<file path="src/rtl/line_los_pkg.sv">
package line_los_pkg;

  typedef enum logic [1:0] {
    CRIT_T1       = 2'd0,
    CRIT_E1_SHORT = 2'd1,
    CRIT_E1_LONG  = 2'd2
  } losCrit_e;

  // strobes from control to datapath
  typedef struct packed {
    logic shiftEn;  // accept rxBit this cycle
    logic t1Win;    // apply the long-window run limit
  } dpStrobe_t;

endpackage

</file>
<file path="src/rtl/line_los_datapath.sv">
module line_los_datapath
  import line_los_pkg::*;
#(
  parameter int LONG_WIN      = 128,
  parameter int SHORT_WIN     = 32,
  parameter int LONG_RUN_MAX  = 99,
  parameter int SHORT_RUN_MAX = 15,
  parameter int RUN_SAT       = 2048,
  localparam int RUN_W        = $clog2(RUN_SAT + 1),
  localparam int MARK_W       = $clog2(LONG_WIN + 1)
) (
  input  logic              clk,
  input  logic              rstN,
  input  dpStrobe_t         strobe,
  input  logic              rxBit,
  output logic [RUN_W-1:0]  zeroRun,
  output logic [MARK_W-1:0] longMarks,
  output logic [MARK_W-1:0] shortMarks,
  output logic [MARK_W-1:0] cleanAge
);

  logic [LONG_WIN-1:0] history;
  logic [RUN_W-1:0]    runLimit;
  logic                runTooLong;

  always_comb begin
    runLimit   = strobe.t1Win ? RUN_W'(LONG_RUN_MAX) : RUN_W'(SHORT_RUN_MAX);
    // the incoming zero would be past the allowed run length
    runTooLong = !rxBit && (zeroRun >= runLimit);
  end

  always_ff @(posedge clk) begin
    if (!rstN) begin
      history    <= '0;
      zeroRun    <= '0;
      longMarks  <= '0;
      shortMarks <= '0;
      cleanAge   <= '0;
    end else if (strobe.shiftEn) begin
      history    <= {history[LONG_WIN-2:0], rxBit};
      longMarks  <= longMarks + MARK_W'(rxBit) - MARK_W'(history[LONG_WIN-1]);
      shortMarks <= shortMarks + MARK_W'(rxBit) - MARK_W'(history[SHORT_WIN-1]);
      if (rxBit)
        zeroRun <= '0;
      else if (zeroRun != RUN_W'(RUN_SAT))
        zeroRun <= zeroRun + 1'b1;
      if (runTooLong)
        cleanAge <= '0;
      else if (cleanAge != MARK_W'(LONG_WIN))
        cleanAge <= cleanAge + 1'b1;
    end
  end

endmodule

</file>
<file path="src/rtl/line_los_ctrl.sv">
module line_los_ctrl
  import line_los_pkg::*;
#(
  parameter int LONG_WIN        = 128,
  parameter int SHORT_WIN       = 32,
  parameter int LONG_MIN_MARKS  = 16,
  parameter int SHORT_MIN_MARKS = 4,
  parameter int T1_DECL         = 175,
  parameter int E1_SHORT_DECL   = 32,
  parameter int E1_LONG_DECL    = 2048,
  parameter int RUN_W           = 12,
  parameter int MARK_W          = 8
) (
  input  logic              clk,
  input  logic              rstN,
  input  logic              bitValid,
  input  logic              e1Mode,
  input  logic              altStd,
  input  logic              hwMode,
  input  logic              ampLos,
  input  logic              intMask,
  input  logic              intClr,
  input  logic [RUN_W-1:0]  zeroRun,
  input  logic [MARK_W-1:0] longMarks,
  input  logic [MARK_W-1:0] shortMarks,
  input  logic [MARK_W-1:0] cleanAge,
  output dpStrobe_t         strobe,
  output logic              losDens,
  output logic              losOut,
  output logic              losIrq
);

  losCrit_e         crit;
  logic [RUN_W-1:0] declThr;
  logic             declareHit;
  logic             clearHit;
  logic             nextDens;
  logic             nextOut;

  always_comb begin
    if (!e1Mode)
      crit = CRIT_T1;
    else if (altStd && !hwMode)
      crit = CRIT_E1_LONG;
    else
      crit = CRIT_E1_SHORT;

    case (crit)
      CRIT_T1:      declThr = RUN_W'(T1_DECL);
      CRIT_E1_LONG: declThr = RUN_W'(E1_LONG_DECL);
      default:      declThr = RUN_W'(E1_SHORT_DECL);
    endcase

    declareHit = zeroRun >= declThr;
    if (crit == CRIT_T1)
      clearHit = (longMarks >= MARK_W'(LONG_MIN_MARKS)) && (cleanAge >= MARK_W'(LONG_WIN));
    else
      clearHit = (shortMarks >= MARK_W'(SHORT_MIN_MARKS)) && (cleanAge >= MARK_W'(SHORT_WIN));

    nextDens = losDens ? !clearHit : declareHit;
    nextOut  = nextDens || ampLos;

    strobe.shiftEn = bitValid;
    strobe.t1Win   = (crit == CRIT_T1);
  end

  always_ff @(posedge clk) begin
    if (!rstN) begin
      losDens <= 1'b0;
      losOut  <= 1'b0;
      losIrq  <= 1'b0;
    end else begin
      losDens <= nextDens;
      losOut  <= nextOut;
      losIrq  <= (losIrq && !intClr) || ((nextOut != losOut) && !intMask);
    end
  end

endmodule

</file>
<file path="src/rtl/line_los_detector.sv">
module line_los_detector
  import line_los_pkg::*;
#(
  parameter int LONG_WIN        = 128,
  parameter int SHORT_WIN       = 32,
  parameter int LONG_MIN_MARKS  = 16,
  parameter int SHORT_MIN_MARKS = 4,
  parameter int LONG_RUN_MAX    = 99,
  parameter int SHORT_RUN_MAX   = 15,
  parameter int T1_DECL         = 175,
  parameter int E1_SHORT_DECL   = 32,
  parameter int E1_LONG_DECL    = 2048
) (
  input  logic clk,
  input  logic rstN,
  input  logic bitValid,
  input  logic rxBit,
  input  logic e1Mode,
  input  logic altStd,
  input  logic hwMode,
  input  logic ampLos,
  input  logic intMask,
  input  logic intClr,
  output logic losOut,
  output logic losStatus,
  output logic losIrq
);

  localparam int RUN_SAT = (E1_LONG_DECL > T1_DECL) ? E1_LONG_DECL : T1_DECL;
  localparam int RUN_W   = $clog2(RUN_SAT + 1);
  localparam int MARK_W  = $clog2(LONG_WIN + 1);

  dpStrobe_t         strobe;
  logic [RUN_W-1:0]  zeroRun;
  logic [MARK_W-1:0] longMarks;
  logic [MARK_W-1:0] shortMarks;
  logic [MARK_W-1:0] cleanAge;

  line_los_datapath #(
    .LONG_WIN(LONG_WIN), .SHORT_WIN(SHORT_WIN),
    .LONG_RUN_MAX(LONG_RUN_MAX), .SHORT_RUN_MAX(SHORT_RUN_MAX),
    .RUN_SAT(RUN_SAT)
  ) dp_i (
    .clk(clk), .rstN(rstN), .strobe(strobe), .rxBit(rxBit),
    .zeroRun(zeroRun), .longMarks(longMarks),
    .shortMarks(shortMarks), .cleanAge(cleanAge)
  );

  line_los_ctrl #(
    .LONG_WIN(LONG_WIN), .SHORT_WIN(SHORT_WIN),
    .LONG_MIN_MARKS(LONG_MIN_MARKS), .SHORT_MIN_MARKS(SHORT_MIN_MARKS),
    .T1_DECL(T1_DECL), .E1_SHORT_DECL(E1_SHORT_DECL), .E1_LONG_DECL(E1_LONG_DECL),
    .RUN_W(RUN_W), .MARK_W(MARK_W)
  ) ctrl_i (
    .clk(clk), .rstN(rstN), .bitValid(bitValid), .e1Mode(e1Mode),
    .altStd(altStd), .hwMode(hwMode), .ampLos(ampLos),
    .intMask(intMask), .intClr(intClr),
    .zeroRun(zeroRun), .longMarks(longMarks),
    .shortMarks(shortMarks), .cleanAge(cleanAge),
    .strobe(strobe), .losDens(losStatus), .losOut(losOut), .losIrq(losIrq)
  );

endmodule

</file>
<file path="config.mk">
export PLATFORM = sky130hd
export DESIGN_NAME = line_los_detector
export DESIGN_NICKNAME = d
export VERILOG_FILES = /design/src/rtl/line_los_pkg.sv /design/src/rtl/line_los_datapath.sv /design/src/rtl/line_los_ctrl.sv /design/src/rtl/line_los_detector.sv
export SDC_FILE = /design/constraint.sdc
export NUM_CORES = 1
export LEC_CHECK = 0
export BUFFER_PORTS_ARGS = -buffer_cell sky130_fd_sc_hd__buf_2
export CORE_UTILIZATION = 57
export CTS_CLUSTER_DIAMETER = 40
export DETAILED_ROUTE_END_ITERATION = 12
export GPL_ROUTABILITY_DRIVEN = 0
export PLACE_DENSITY = 0.78
export SYNTH_ARGS = -nofsm -noshare
export SYNTH_HDL_FRONTEND = slang
export SYNTH_HIERARCHICAL = 1
export SYNTH_SLANG_ARGS = --single-unit
export TNS_END_PERCENT = 5
</file>
<file path="constraint.sdc">
create_clock -name clk -period 2.29 [get_ports clk]
set_input_delay 0.229 -clock clk [delete_from_list [all_inputs] [get_ports clk]]
set_output_delay 0.229 -clock clk [all_outputs]
set_load 0.03 [all_outputs]
</file>
Word-level counts from Yosys, hierarchy flattened --
Index checks and enable logic that the tools add are counted.
Storage, ports and cells: bits in writable memories 0, bits in latches 0, ROM bits 0, logic and storage cells 52, bits in registers 167, memories kept 0, bits of input ports 10, output and inout bits 3
Operators by class: multiply operators 0, multiplexer cells 10, equal/unequal tests 4, reductions and logical operators 18, bitwise operators 0, divide/modulo/power cells 0, shifts and indexed selects 0, add/sub/neg operators 6, $lt $le $gt $ge 6
Operators with widths (count):
- $ge A12 B12 Y1 | 2
- $mux W12 | 2
- $pmux W12 S2 | 1
- $add A8 B1 Y8 | 2
- $mux W8 | 2
- $sub A8 B1 Y8 | 2
- $add A12 B1 Y12 const B | 1
- $ne A12 B12 Y1 const B | 1
- $add A8 B1 Y8 const B | 1
- $ge A8 B3 Y1 const B | 1
- $ge A8 B5 Y1 const B | 1
- $ge A8 B6 Y1 const B | 1
- $ge A8 B8 Y1 const B | 1
- $ne A8 B8 Y1 const B | 1
- $mux W7 | 1
- $logic_and A1 B1 Y1 | 6
- $logic_not A1 Y1 | 5
- $mux W2 | 2
- $reduce_and A2 Y1 | 2
- $reduce_bool A2 Y1 | 2
- $eq A2 B2 Y1 const B | 1
- $logic_not A2 Y1 | 1
- $logic_or A1 B1 Y1 | 2
- $mux W1 | 2
- $ne A1 B1 Y1 | 1

Longest topological paths before layout --
Gate-level depths: netlist of the first run.
depth in word-level cells 12, depth in mapped cells 10

Cells and area by module --
The synthesis of the first run kept the hierarchy.
By module, submodules not included:
- line_los_datapath | times used 1, area each 7275.7 µm², seq. area each 3283.1 µm², cells an instance 699
- line_los_ctrl | times used 1, area each 376.6 µm², seq. area each 60.1 µm², cells an instance 43

Worst setup path after synthesis of the first run --
Ideal clock, no wire load.
path type input to register, start point input e1Mode, end point register ctrl_i.losIrq, buffers on the path 0, arrival 2030 ps, data required time 2157 ps, cell stages on the path 9, library setup time 133 ps, path slack 127 ps, cells stage by stage inv_1 > nor3b_1 > inv_1 > ha_1 > o211ai_1 > or4b_4 > o311a_1 > a21oi_2 > o311ai_1
Between the ends: longest elaborated chain between the ends 9
Ends and longest elaborated chain:
- start: declaration | RTL line line_los_detector.sv:18 | input logic e1Mode,
- $mux W2 * | RTL line line_los_ctrl.sv:41 | if (!e1Mode)
- $eq A2 B2 Y1 / $logic_not A2 Y1 (equally long branches) | RTL line line_los_ctrl.sv:48, line_los_ctrl.sv:55
- $pmux W12 S2 / $mux W1 (equally long branches) | RTL line line_los_ctrl.sv:48, line_los_ctrl.sv:55
- $ge A12 B12 Y1 / $logic_not A1 Y1 (equally long branches) | RTL line line_los_ctrl.sv:54, line_los_ctrl.sv:60
- $mux W1 * | RTL line line_los_ctrl.sv:60 | nextDens = losDens ? !clearHit : declareHit;
- $logic_or A1 B1 Y1 * | RTL line line_los_ctrl.sv:61 | nextOut = nextDens || ampLos;
- $ne A1 B1 Y1 * | RTL line line_los_ctrl.sv:75 | losIrq <= (losIrq && !intClr) || ((nextOut != losOut) && !intMask);
- $logic_and A1 B1 Y1 * | RTL line line_los_ctrl.sv:75
- $logic_or A1 B1 Y1 * | RTL line line_los_ctrl.sv:75
- end signal: assignment | RTL line line_los_ctrl.sv:75
- end: declaration | RTL line line_los_ctrl.sv:30 | output logic losIrq
Mark *: on every way between the ends. The rest lies on a longest branch, timed or not. A chain may end at the register's enable or synchronous reset.

Worst setup path after layout of the first run --
start point register dp_i.zeroRun[0], end point register ctrl_i.losIrq
Between the ends: longest elaborated chain between the ends 6
Ends and longest elaborated chain:
- start: declaration | RTL line line_los_datapath.sv:16 | output logic [RUN_W-1:0] zeroRun,
- start signal: assignment | RTL line line_los_datapath.sv:46 | zeroRun <= zeroRun + 1'b1;
- $ge A12 B12 Y1 | RTL line line_los_ctrl.sv:54 | declareHit = zeroRun >= declThr;
- $mux W1 | RTL line line_los_ctrl.sv:60
- $logic_or A1 B1 Y1 | RTL line line_los_ctrl.sv:61
- $ne A1 B1 Y1 | RTL line line_los_ctrl.sv:75
- $logic_and A1 B1 Y1 | RTL line line_los_ctrl.sv:75
- $logic_or A1 B1 Y1 | RTL line line_los_ctrl.sv:75
Every way passes these cells.

==> results_dict.tcl, run 1 <==
set metrics [dict create \
    hold_viol 0 \
    arrival_ns 2.43 \
    synth_area_per_cell_um2 10.31 \
    ir_drop_uv 529.0 \
    drt-vias-per-instance 5.414 \
    firstDrtPassIters 4 \
    post_cts_buffers 0 \
    vias 5035 \
    finalNonFillerCells 930 \
    min_path_type "primary input to flop" \
    criticalPathCategory "flop to flop" \
    yosysSeqAreaShare_pct 43.69 \
    totalWireLength_mm 12.59 \
    start_util_pct 59.43 \
    cts_root_buf "clkbuf_16" \
    cts_buffers 17 \
    drc 0 \
    fp.dieH_um 117.9 \
    reg2reg_slack_ns 0.18 \
    path_max_fanout 6 \
    crit_chain "inv_1, ha_1, nand2b_1, a2111oi_0, o311a_1, a21oi_2, o311ai_1" \
    io-pin-count 13 \
    dp_hpwl_mm 7.869 \
    finalSetupViolCount 0 \
    maxCapViolCount 0 \
    drtAntennaViolNets 0 \
    synth_nets 785 \
    fin_crit_sh_pct 92.33 \
    nets 790 \
    grt_usage_pct 19.50 \
    rows 41 \
    hp-start "ampLos" \
    fin_ws_ns 0.1757 \
    timing.fmax_mhz 473.0 \
    maxSlewHeadroom_pct 63.24 \
    startpoint_type "flop" \
    cts_tree "yes" \
    hold_buffers 0 \
    clockBufferDepth 2 \
    dp_cells 900 \
    ys_warn_count 6 \
    cts_resized 0 \
    reg2reg_to "ctrl_i/losIrq" \
    grt_max_degree 74 \
    synth-edff-count 0 \
    path_clk_slew_ns 0.06 \
    grt-ovfl-total 0 \
    htreeDepth 4 \
    clkLatencyLatePin_ns 0.42 \
    ys_ff_latch 167 \
    endpoint_kind "flop" \
    first_iter_violations 241 \
    die_x_um 117.9 \
    outcome "complete, no violations" \
    final.setup_skew_ns 0.008553 \
    grt_pass1_vias 5060 \
    power_leakage_uw 0.003397 \
    hold_end "ctrl_i/losIrq" \
    syn_area_um2 7652 \
    rsz0062_at_grt "false" \
    crit-reg2reg-launch "dp_i/zeroRun[0]" \
    syn2layout_area_growth_pct 10.58 \
    worstMarginPinSlew_ns 0.5375 \
    pre_cts_ws_ns -0.06808 \
    slew_violations 0 \
    grt_pass1_wl_mm 22.43 \
    hold_depth 2 \
    antennaDiodeCount 0 \
    synth_cells 742 \
    yosys_most_used_dff "dfxtp_1" \
    synth.distinct_cells 63 \
    portBuffers 12 \
    p_per_area_nw_per_um2 818.7 \
    drive_gt1_share_pct 9.499 \
    period_minus_slack_ns 2.114 \
    required_ns 2.61 \
    antenna_found_initial 0 \
    power_uw 6928 \
    async_flop_share_pct 0 \
    clock_sinks 167 \
    slowest_stage "a2111oi_0" \
    cpLargestDelayFamily "compound AO/OA/AOI/OAI gates" \
    worst-path-buf-inv 1 \
    critical_path.max_stage_delay_ns 0.53 \
    wl_per_cell_um 13.54 \
    r2r_cells 7 \
    fp.coreArea_um2 12880 \
    die_area_um2 13890 \
]
[power by group]
part	leakage, uW	internal [uW]	total (uW)	switching (uW)
registers	0.00135	2990	3080	92.8
logic	0.00175	461	971	510
clock network	0.000296	1790	2880	1090
total	0.00340	5240	6930	1690
[worst max-delay path by stage]
stage	start	end	slack, ns	cells past startpoint
after global placement	e1Mode	ctrl_i/losIrq	-0.01	10
after global routing	dp_i/zeroRun[0]	ctrl_i/losIrq	0.02	7
after detailed placement	e1Mode	ctrl_i/losIrq	-0.07	10
after CTS	dp_i/zeroRun[0]	ctrl_i/losIrq	0.19	7
final	dp_i/zeroRun[0]	ctrl_i/losIrq	0.18	7
after floorplan	e1Mode	ctrl_i/losIrq	0.13	9
[cell type report]
type                            instances  area, um^2
Tap cell                              172       215.2
Clock buffer                           22       474.2
Clock inverter                          8       122.6
Timing Repair Buffer                   23       176.4
Inverter                               36       135.1
Multi-Input combinational cell        502        3995
Fill cell                            1040        4414
Sequential cell                       167        3343
[worst register-to-register path, delay by kind of cell (launching register included)]
kind	cells	cell delay, ns
adders and majority gates	1	0.27
buffers and inverters	1	0.08
DFF	1	0.41
and+or+nand+nor	1	0.14
AOI/OAI and AO/OA	4	1.12
[Yosys cell counts (3+ instances only)]
cell | instances | share of area, %
dfxtp_1 | 167 | 44
nor2b_1 | 134 | 11
mux2i_1 | 130 | 17
inv_1 | 35 | 1.7
ha_1 | 31 | 5.1
clkbuf_1 | 21 | 1.0
nand2_1 | 19 | 0.93
o21ai_0 | 17 | 1.1
a21oi_1 | 12 | 0.78
buf_2 | 12 | 0.78
nand3_1 | 12 | 0.78
nor2_1 | 12 | 0.59
xnor2_1 | 10 | 1.1
nor3_2 | 9 | 1.2
o21a_1 | 9 | 0.88
or3_1 | 7 | 0.57
nor3_1 | 6 | 0.39
o211ai_1 | 5 | 0.49
o31ai_1 | 5 | 0.49
xor2_1 | 5 | 0.57
a31oi_1 | 4 | 0.33
and2_1 | 4 | 0.33
nand4_1 | 4 | 0.33
nand4b_1 | 4 | 0.46
o211a_1 | 4 | 0.52
a211o_1 | 3 | 0.34
a21boi_1 | 3 | 0.29
nor3b_1 | 3 | 0.29
nor4b_1 | 3 | 0.34
o311ai_0 | 3 | 0.34
or4_1 | 3 | 0.29
or4b_4 | 3 | 0.54
[layer usage]
layer / wire length (um) / vias up / GRT usage (%) / part of all wire (%)
met2: 6043 / 80 / 32.87 / 48
met5: 0 / - / 0 / 0
met3: 425 / 8 / 5.039 / 3.4
met1: 6022 / 2349 / 23.68 / 48
li1: - / 2598 / - / -
met4: 97 / 0 / 7.612 / 0.77
[layout by cell type (no fill, tap or decap), types with 3 or more instances in the layout]
master / n
nor2b_1: 134
a31oi_1: 4
o311ai_0: 3
o31ai_1: 5
inv_1: 35
nand4b_1: 4
a21oi_1: 12
nand2_1: 19
xnor2_1: 10
o211ai_1: 5
clkbuf_8: 3
nor3_2: 9
or3_1: 7
o21ai_0: 17
nor3b_1: 3
mux2i_1: 130
buf_2: 10
o21a_1: 9
nor4b_1: 3
o211a_1: 4
a211o_1: 3
or4_1: 3
bufinv_16: 3
nand3_1: 12
dfxtp_1: 167
xor2_1: 5
nor3_1: 6
clkinv_2: 3
buf_4: 10
a21boi_1: 3
nand4_1: 4
clkbuf_16: 17
nor2_1: 12
ha_1: 31
and2_1: 4
or4b_4: 3
[flip-flops by register name, summed over array words and instances, names as in the netlist]
register	count
dp_i/cleanAge	8
dp_i/longMarks	8
dp_i/history	128
ctrl_i/losDens	1
dp_i/shortMarks	8
dp_i/zeroRun	12
ctrl_i/losIrq	1
ctrl_i/losOut	1
[logic make-up (layout without fill, tap and decap cells)]
kind of cell | Yosys count | in the layout | share of synthesized area (%)
simple gates | 237 | 237 | 19.54
flops | 167 | 167 | 43.69
mux | 130 | 130 | 17.00
compound gates | 87 | 87 | 8.355
buf+inv | 73 | 89 | 4.104
fa+ha+maj | 33 | 33 | 5.592
xor+xnor | 15 | 15 | 1.717
[stage by stage]
step | hold slack, ns | TNS, ns | util [%] | area [um^2]
3_5_place_dp | 0.4943 | -0.07850 | 61.08 | 7865
6_report | 0.1076 | 0 | 65.72 | 8462
2_1_floorplan | 0.3466 | 0 | - | 7652
4_1_cts | 0.07497 | 0 | 65.72 | 8462
3_3_place_gp | 0.4735 | -0.01225 | 61.08 | 7865
5_1_grt | 0.1117 | 0 | 65.72 | 8462
(Power assumes the default switching activity.)
==> run 2: changes to the inputs <==
Settings changed: ABC_AREA set to 1, CELL_PAD_IN_SITES_DETAIL_PLACEMENT set to 0, CELL_PAD_IN_SITES_GLOBAL_PLACEMENT set to 1, CORE_UTILIZATION 57 to 42.
==> results_dict.tcl, run 2 <==
set metrics [dict create \
    required_ns 2.60 \
    mostFrequentLayoutCells "300 x nor2_1, 167 x dfxtp_1, 140 x o21ai_0" \
    crit-reg2reg-launch "dp_i/longMarks[0]" \
    ir_drop_uv 559.0 \
    path_clk_slew_ns 0.07 \
    highest-signal-layer "met4" \
    grt_usage_pct 15.69 \
    synth-xor-area-share_pct 1.894 \
    slowest_stage "fa_1" \
    nets 1043 \
    route.met2.wl_mm 6.006 \
    met1Wirelength_mm 7.216 \
    clockBufferDepth 2 \
    die_x_um 134.7 \
    arrival_ns 2.29 \
    worst-path-buf-inv 4 \
    hold_buffers 0 \
    synth-simple-area-share_pct 25.76 \
    startpoint_type "flop" \
    maxSlewHeadroom_pct 57.80 \
    worstMarginPinSlew_ns 0.6329 \
    antenna_found_initial 0 \
    first_iter_violations 310 \
    dp_hpwl_mm 8.086 \
    regMostFlops "dp_i/history" \
    synthMuxAreaShare_pct 0 \
    syn_area_um2 7398 \
    power_leakage_uw 0.003630 \
    maxCapViolCount 0 \
    grt-ovfl-total 0 \
    wl_per_cell_um 11.03 \
    period_minus_slack_ns 1.978 \
    grt_pass1_vias 5296 \
    power_uw 7265 \
    clock_sinks 167 \
    ys_top_cells_by_count "300 x nor2_1, 167 x dfxtp_1, 140 x o21ai_0" \
    cp_common_cell "inv_1" \
    cts_root_buf "clkbuf_16" \
    synth_top_family_by_area "simple AND/OR/NAND/NOR gates" \
    place_area_um2 7595 \
    fp.coreArea_um2 17240 \
    yosysSeqAreaShare_pct 45.19 \
    fin_setup_tns_ns 0 \
    outcome "complete, no violations" \
    die_area_um2 18150 \
    cp-startpoint "dp_i/longMarks[0]" \
    syn2layout_area_growth_pct 11.18 \
    reg2reg_slack_ns 0.31 \
    endpoint "dp_i/longMarks[6]" \
    clkLatencyLatePin_ns 0.42 \
    path_max_fanout 3 \
    hold_viol 0 \
    rsz0062_at_grt "false" \
    synthAdderAreaFrac_pct 5.784 \
    ys_ff_latch 167 \
    synth-edff-count 0 \
    wl_met3_um 289 \
    synth.distinct_cells 36 \
    finalNonFillerCells 1238 \
    dp_cells 1206 \
    crit_chain "inv_1, ha_1, inv_1, ha_1, inv_1, fa_1, nor3_1, nand3b_1, nor2_1, o21ai_0, inv_1" \
    totalWireLength_mm 13.66 \
    cts_resized 0 \
    antennaDiodeCount 0 \
    drtAntennaViolNets 0 \
    r2r_cells 11 \
    synth_cells 1013 \
    reg2reg_to "dp_i/longMarks[6]" \
    synth_most_common_cell "nor2_1" \
    timing.fmax_mhz 505.5 \
    cts_tree "yes" \
    io-pin-count 13 \
    firstDrtPassIters 4 \
    synth_top_area_share_pct 45.19 \
    yosys_most_used_dff "dfxtp_1" \
    start_util_pct 42.92 \
    slew_violations 0 \
    finalSetupViolCount 0 \
    seq_area_um2 3343 \
    multi_input_area_um2 3528 \
    synth_area_per_cell_um2 7.303 \
    largestRegisters "dp_i/history (128), dp_i/zeroRun (12)" \
    yosys-top-cells-area "dfxtp_1 45%, nor2_1 15%, o21ai_0 9.5%" \
    synth.largest_area_cell "dfxtp_1" \
    fp.dieH_um 134.7 \
    crit_cells 11 \
    cts_buffers 17 \
    rows 48 \
    htreeDepth 4 \
    final.fill_count 1738 \
    min_path_type "primary input to flop" \
    fin_area_um2 8225 \
    portBuffers 12 \
    critical_path.max_stage_delay_ns 0.42 \
    async_flop_share_pct 0 \
    fin_crit_sh_pct 86.38 \
    post_cts_buffers 0 \
    grt_pass1_wl_mm 23.52 \
    ys_warn_count 6 \
    p_per_area_nw_per_um2 883.2 \
    largest_reg_flops 128 \
    final.setup_skew_ns 0.01080 \
    endpoint_kind "flop" \
    drc 0 \
    grt_max_degree 135 \
    drive_gt1_share_pct 7.897 \
    synth-compound-area-share_pct 14.26 \
    cpLargestDelayFamily "adder cells" \
    synth_nets 1056 \
    vias 5889 \
    criticalPathCategory "flop to flop" \
    final_common_cell "nor2_1" \
    drt-vias-per-instance 4.757 \
    final_core_util_pct 47.72 \
]
run 2: stage by stage:
stage,setup WS [ns],hold slack (ns)
after floorplan,0.4209,0.3859
after global placement,0.3361,0.4504
after detailed placement,0.3211,0.4505
after CTS,0.3014,0.05187
after global routing,0.1216,0.05943
final,0.3119,0.06789
run 2: power by group:
part	internal [uW]	leakage, uW	switching [uW]
registers	3100	0.00138	109
clock network	1770	0.000309	1260
logic	408	0.00194	611
run 2: kinds of logic after synthesis:
logic type,after synthesis
adders and majority gates,33
buffers and inverters,129
DFF,167
AOI/OAI and AO/OA,202
xor gates and xnor gates,16
and+or+nand+nor,466
run 2: worst min-delay path by stage:
stage / start / endpoint / slack (ns) / cells after the start
finish: intClr / ctrl_i/losIrq / 0.07 / 4
global route: intClr / ctrl_i/losIrq / 0.06 / 4
CTS: intClr / ctrl_i/losIrq / 0.05 / 4
detailed placement: dp_i/history[0] / dp_i/history[1] / 0.45 / 2
global placement: dp_i/shortMarks[0] / dp_i/shortMarks[0] / 0.45 / 2
floorplan: rstN / ctrl_i/losIrq / 0.39 / 2
run 2: worst register-to-register path: cells and delay by family (launching register included):
family | cells | cell delay (ns)
AOI/OAI and AO/OA | 1 | 0.14
adders and majority gates | 3 | 0.84
buffers and inverters | 4 | 0.20
DFF | 1 | 0.31
and+or+nand+nor | 3 | 0.36
run 2: routing by layer:
metal	track usage, %	vias up
met1	20.15	2628
met2	25.77	36
li1	-	3216
met5	0	-
met4	6.554	0
met3	2.965	9
run 2: layout make-up:
type,instances,area share [%]
multi-input combinational,717,42.90
clock buffer,18,5.218
tap,225,3.423
inverter,77,3.544
clock inverter,14,2.449
timing repair buffer,20,1.825
sequential,167,40.65
==> run 3: changes to the inputs <==
--- a/config.mk
+++ b/config.mk
@@ -16,2 +16,3 @@
 export PLACE_DENSITY = 0.78
+export RECOVER_POWER = 100
 export SYNTH_ARGS = -nofsm -noshare
--- a/constraint.sdc
+++ b/constraint.sdc
@@ -3,2 +3,2 @@
 set_output_delay 0.229 -clock clk [all_outputs]
-set_load 0.03 [all_outputs]
+set_load 0.1 [all_outputs]
==> results_dict.tcl, run 3 (synthesized netlist as in run 2, its figures left out) <==
set metrics [dict create \
    cts_resized 0 \
    p_per_area_nw_per_um2 891.3 \
    fp.coreArea_um2 17240 \
    hold_viol 0 \
    fin_ws_ns 0.2484 \
    antenna_found_initial 0 \
    min_path_type "primary input to flop" \
    criticalPathCategory "flop to flop" \
    maxCapViolCount 1 \
    die_area_um2 18150 \
    totalWireLength_mm 13.67 \
    drt-vias-per-instance 4.769 \
    timing.fmax_mhz 489.8 \
    firstDrtPassIters 4 \
    htreeDepth 4 \
    hold_buffers 0 \
    drc 0 \
    grt_max_degree 135 \
    drive_gt1_share_pct 6.614 \
    clkPwrFrac_pct 41.8 \
    clkLatencyLatePin_ns 0.42 \
    worstMarginPinSlew_ns 1.961 \
    regMostFlops "dp_i/history" \
    largestRegisters "dp_i/history (128), dp_i/zeroRun (12)" \
    largest_reg_flops 128 \
    cts_buffers 17 \
    io-pin-count 13 \
    power_frac_comb_pct 14.1 \
    ir_drop_uv 568.0 \
    grt_pass1_vias 5296 \
    fin_setup_tns_ns 0 \
    grt-ovfl-total 0 \
    period_minus_slack_ns 2.042 \
    maxSlewHeadroom_pct -30.73 \
    rsz0062_at_grt "false" \
    path_clk_slew_ns 0.07 \
    final.setup_skew_ns 0.008818 \
    cts_tree "yes" \
    outcome "complete, but fails checks" \
    p_int_uw 5280 \
    final.fill_count 1752 \
    p_seq_share_pct 44.1 \
    antennaDiodeCount 0 \
    portBuffers 12 \
    p_switching_uw 1997 \
    arrival_ns 2.34 \
    violations "max-capacitance violations, max-slew violations" \
    slew_violations 135 \
    mostFrequentLayoutCells "301 x nor2_1, 167 x dfxtp_1, 140 x o21ai_0" \
    final_common_cell "nor2_1" \
    dp_hpwl_mm 8.086 \
    endpoint_kind "flop" \
    path_max_fanout 15 \
    power_leakage_uw 0.003593 \
    rows 48 \
    pre_cts_ws_ns 0.3211 \
    vias 5904 \
    die_x_um 134.7 \
    drtAntennaViolNets 0 \
    required_ns 2.59 \
    first_iter_violations 302 \
    fin_crit_sh_pct 89.15 \
    start_util_pct 42.92 \
    clockBufferDepth 2 \
    grt_pass1_wl_mm 23.52 \
    post_cts_buffers 0 \
    grt_usage_pct 15.69 \
    startpoint_type "flop" \
    syn2layout_area_growth_pct 10.35 \
    clock_sinks 167 \
    sw_frac_of_total_pct 27.44 \
    fp.dieH_um 134.7 \
    wl_per_cell_um 11.04 \
    cts_root_buf "clkbuf_16" \
    finalSetupViolCount 0 \
    nets 1043 \
]
## run 3: path summary, 6_finish.rpt
kind                            from            endpoint  slack (ns)  depth (start not counted)
hold reg to reg   dp_i/shortMarks[0]  dp_i/shortMarks[0]        0.46                          2
setup / recovery     dp_i/zeroRun[0]     dp_i/zeroRun[5]        0.25                          9
hold / removal                intClr       ctrl_i/losIrq        0.06                          4
setup reg to reg     dp_i/zeroRun[0]     dp_i/zeroRun[5]        0.25                          9
## run 3: cell type report
cell class / count / area (um^2) / area share (%)
clock inverters: 14 / 201.4 / 2.467
repair buffers: 20 / 127.6 / 1.563
inverters: 77 / 291.5 / 3.571
multi-input cells: 717 / 3490 / 42.74
clock buffers: 18 / 429.2 / 5.257
flip-flops and latches: 167 / 3343 / 40.95
well taps: 225 / 281.5 / 3.448
## run 3: routing by layer
metal / vias to the layer above / GRT usage (%) / routed length, um
met5: - / 0 / 0
met4: 0 / 6.554 / 221
met1: 2638 / 20.15 / 7246
met2: 33 / 25.77 / 5960
met3: 18 / 2.965 / 242
li1: 3215 / - / -
## run 3: worst max-delay path: stages (launching register included)
cell and delay (ns):
dfxtp_1 0.38, inv_1 0.13, ha_1 0.15, nand2_1 0.06
nor3_1 0.18, nand3_2 0.15, nand2_1 0.44, inv_1 0.24
nand2_1 0.14, a21oi_2 0.05
## run 3: power by group through the flow
stage / Combinational [uW] / Clock [uW] / Sequential (uW)
2_1_floorplan: 851 / 0 / 3270
3_3_place_gp: 1040 / 0 / 3280
3_5_place_dp: 1040 / 0 / 3280
4_1_cts: 1040 / 3130 / 3210
5_1_grt: 1200 / 3230 / 3240
6_report: 1030 / 3040 / 3210
## run 3: per-stage QoR
stage | hold slack [ns] | power [uW] | cells | util, % | area (um^2)
floorplan | 0.3859 | 4120 | 1013 | - | 7398
global placement | 0.4504 | 4319 | 1206 | 44.06 | 7595
detailed placement | 0.4505 | 4313 | 1206 | 44.06 | 7595
CTS | 0.05187 | 7387 | 1238 | 47.72 | 8225
global route | 0.05943 | 7673 | 1238 | 47.37 | 8164
finish | 0.06139 | 7277 | 1238 | 47.37 | 8164
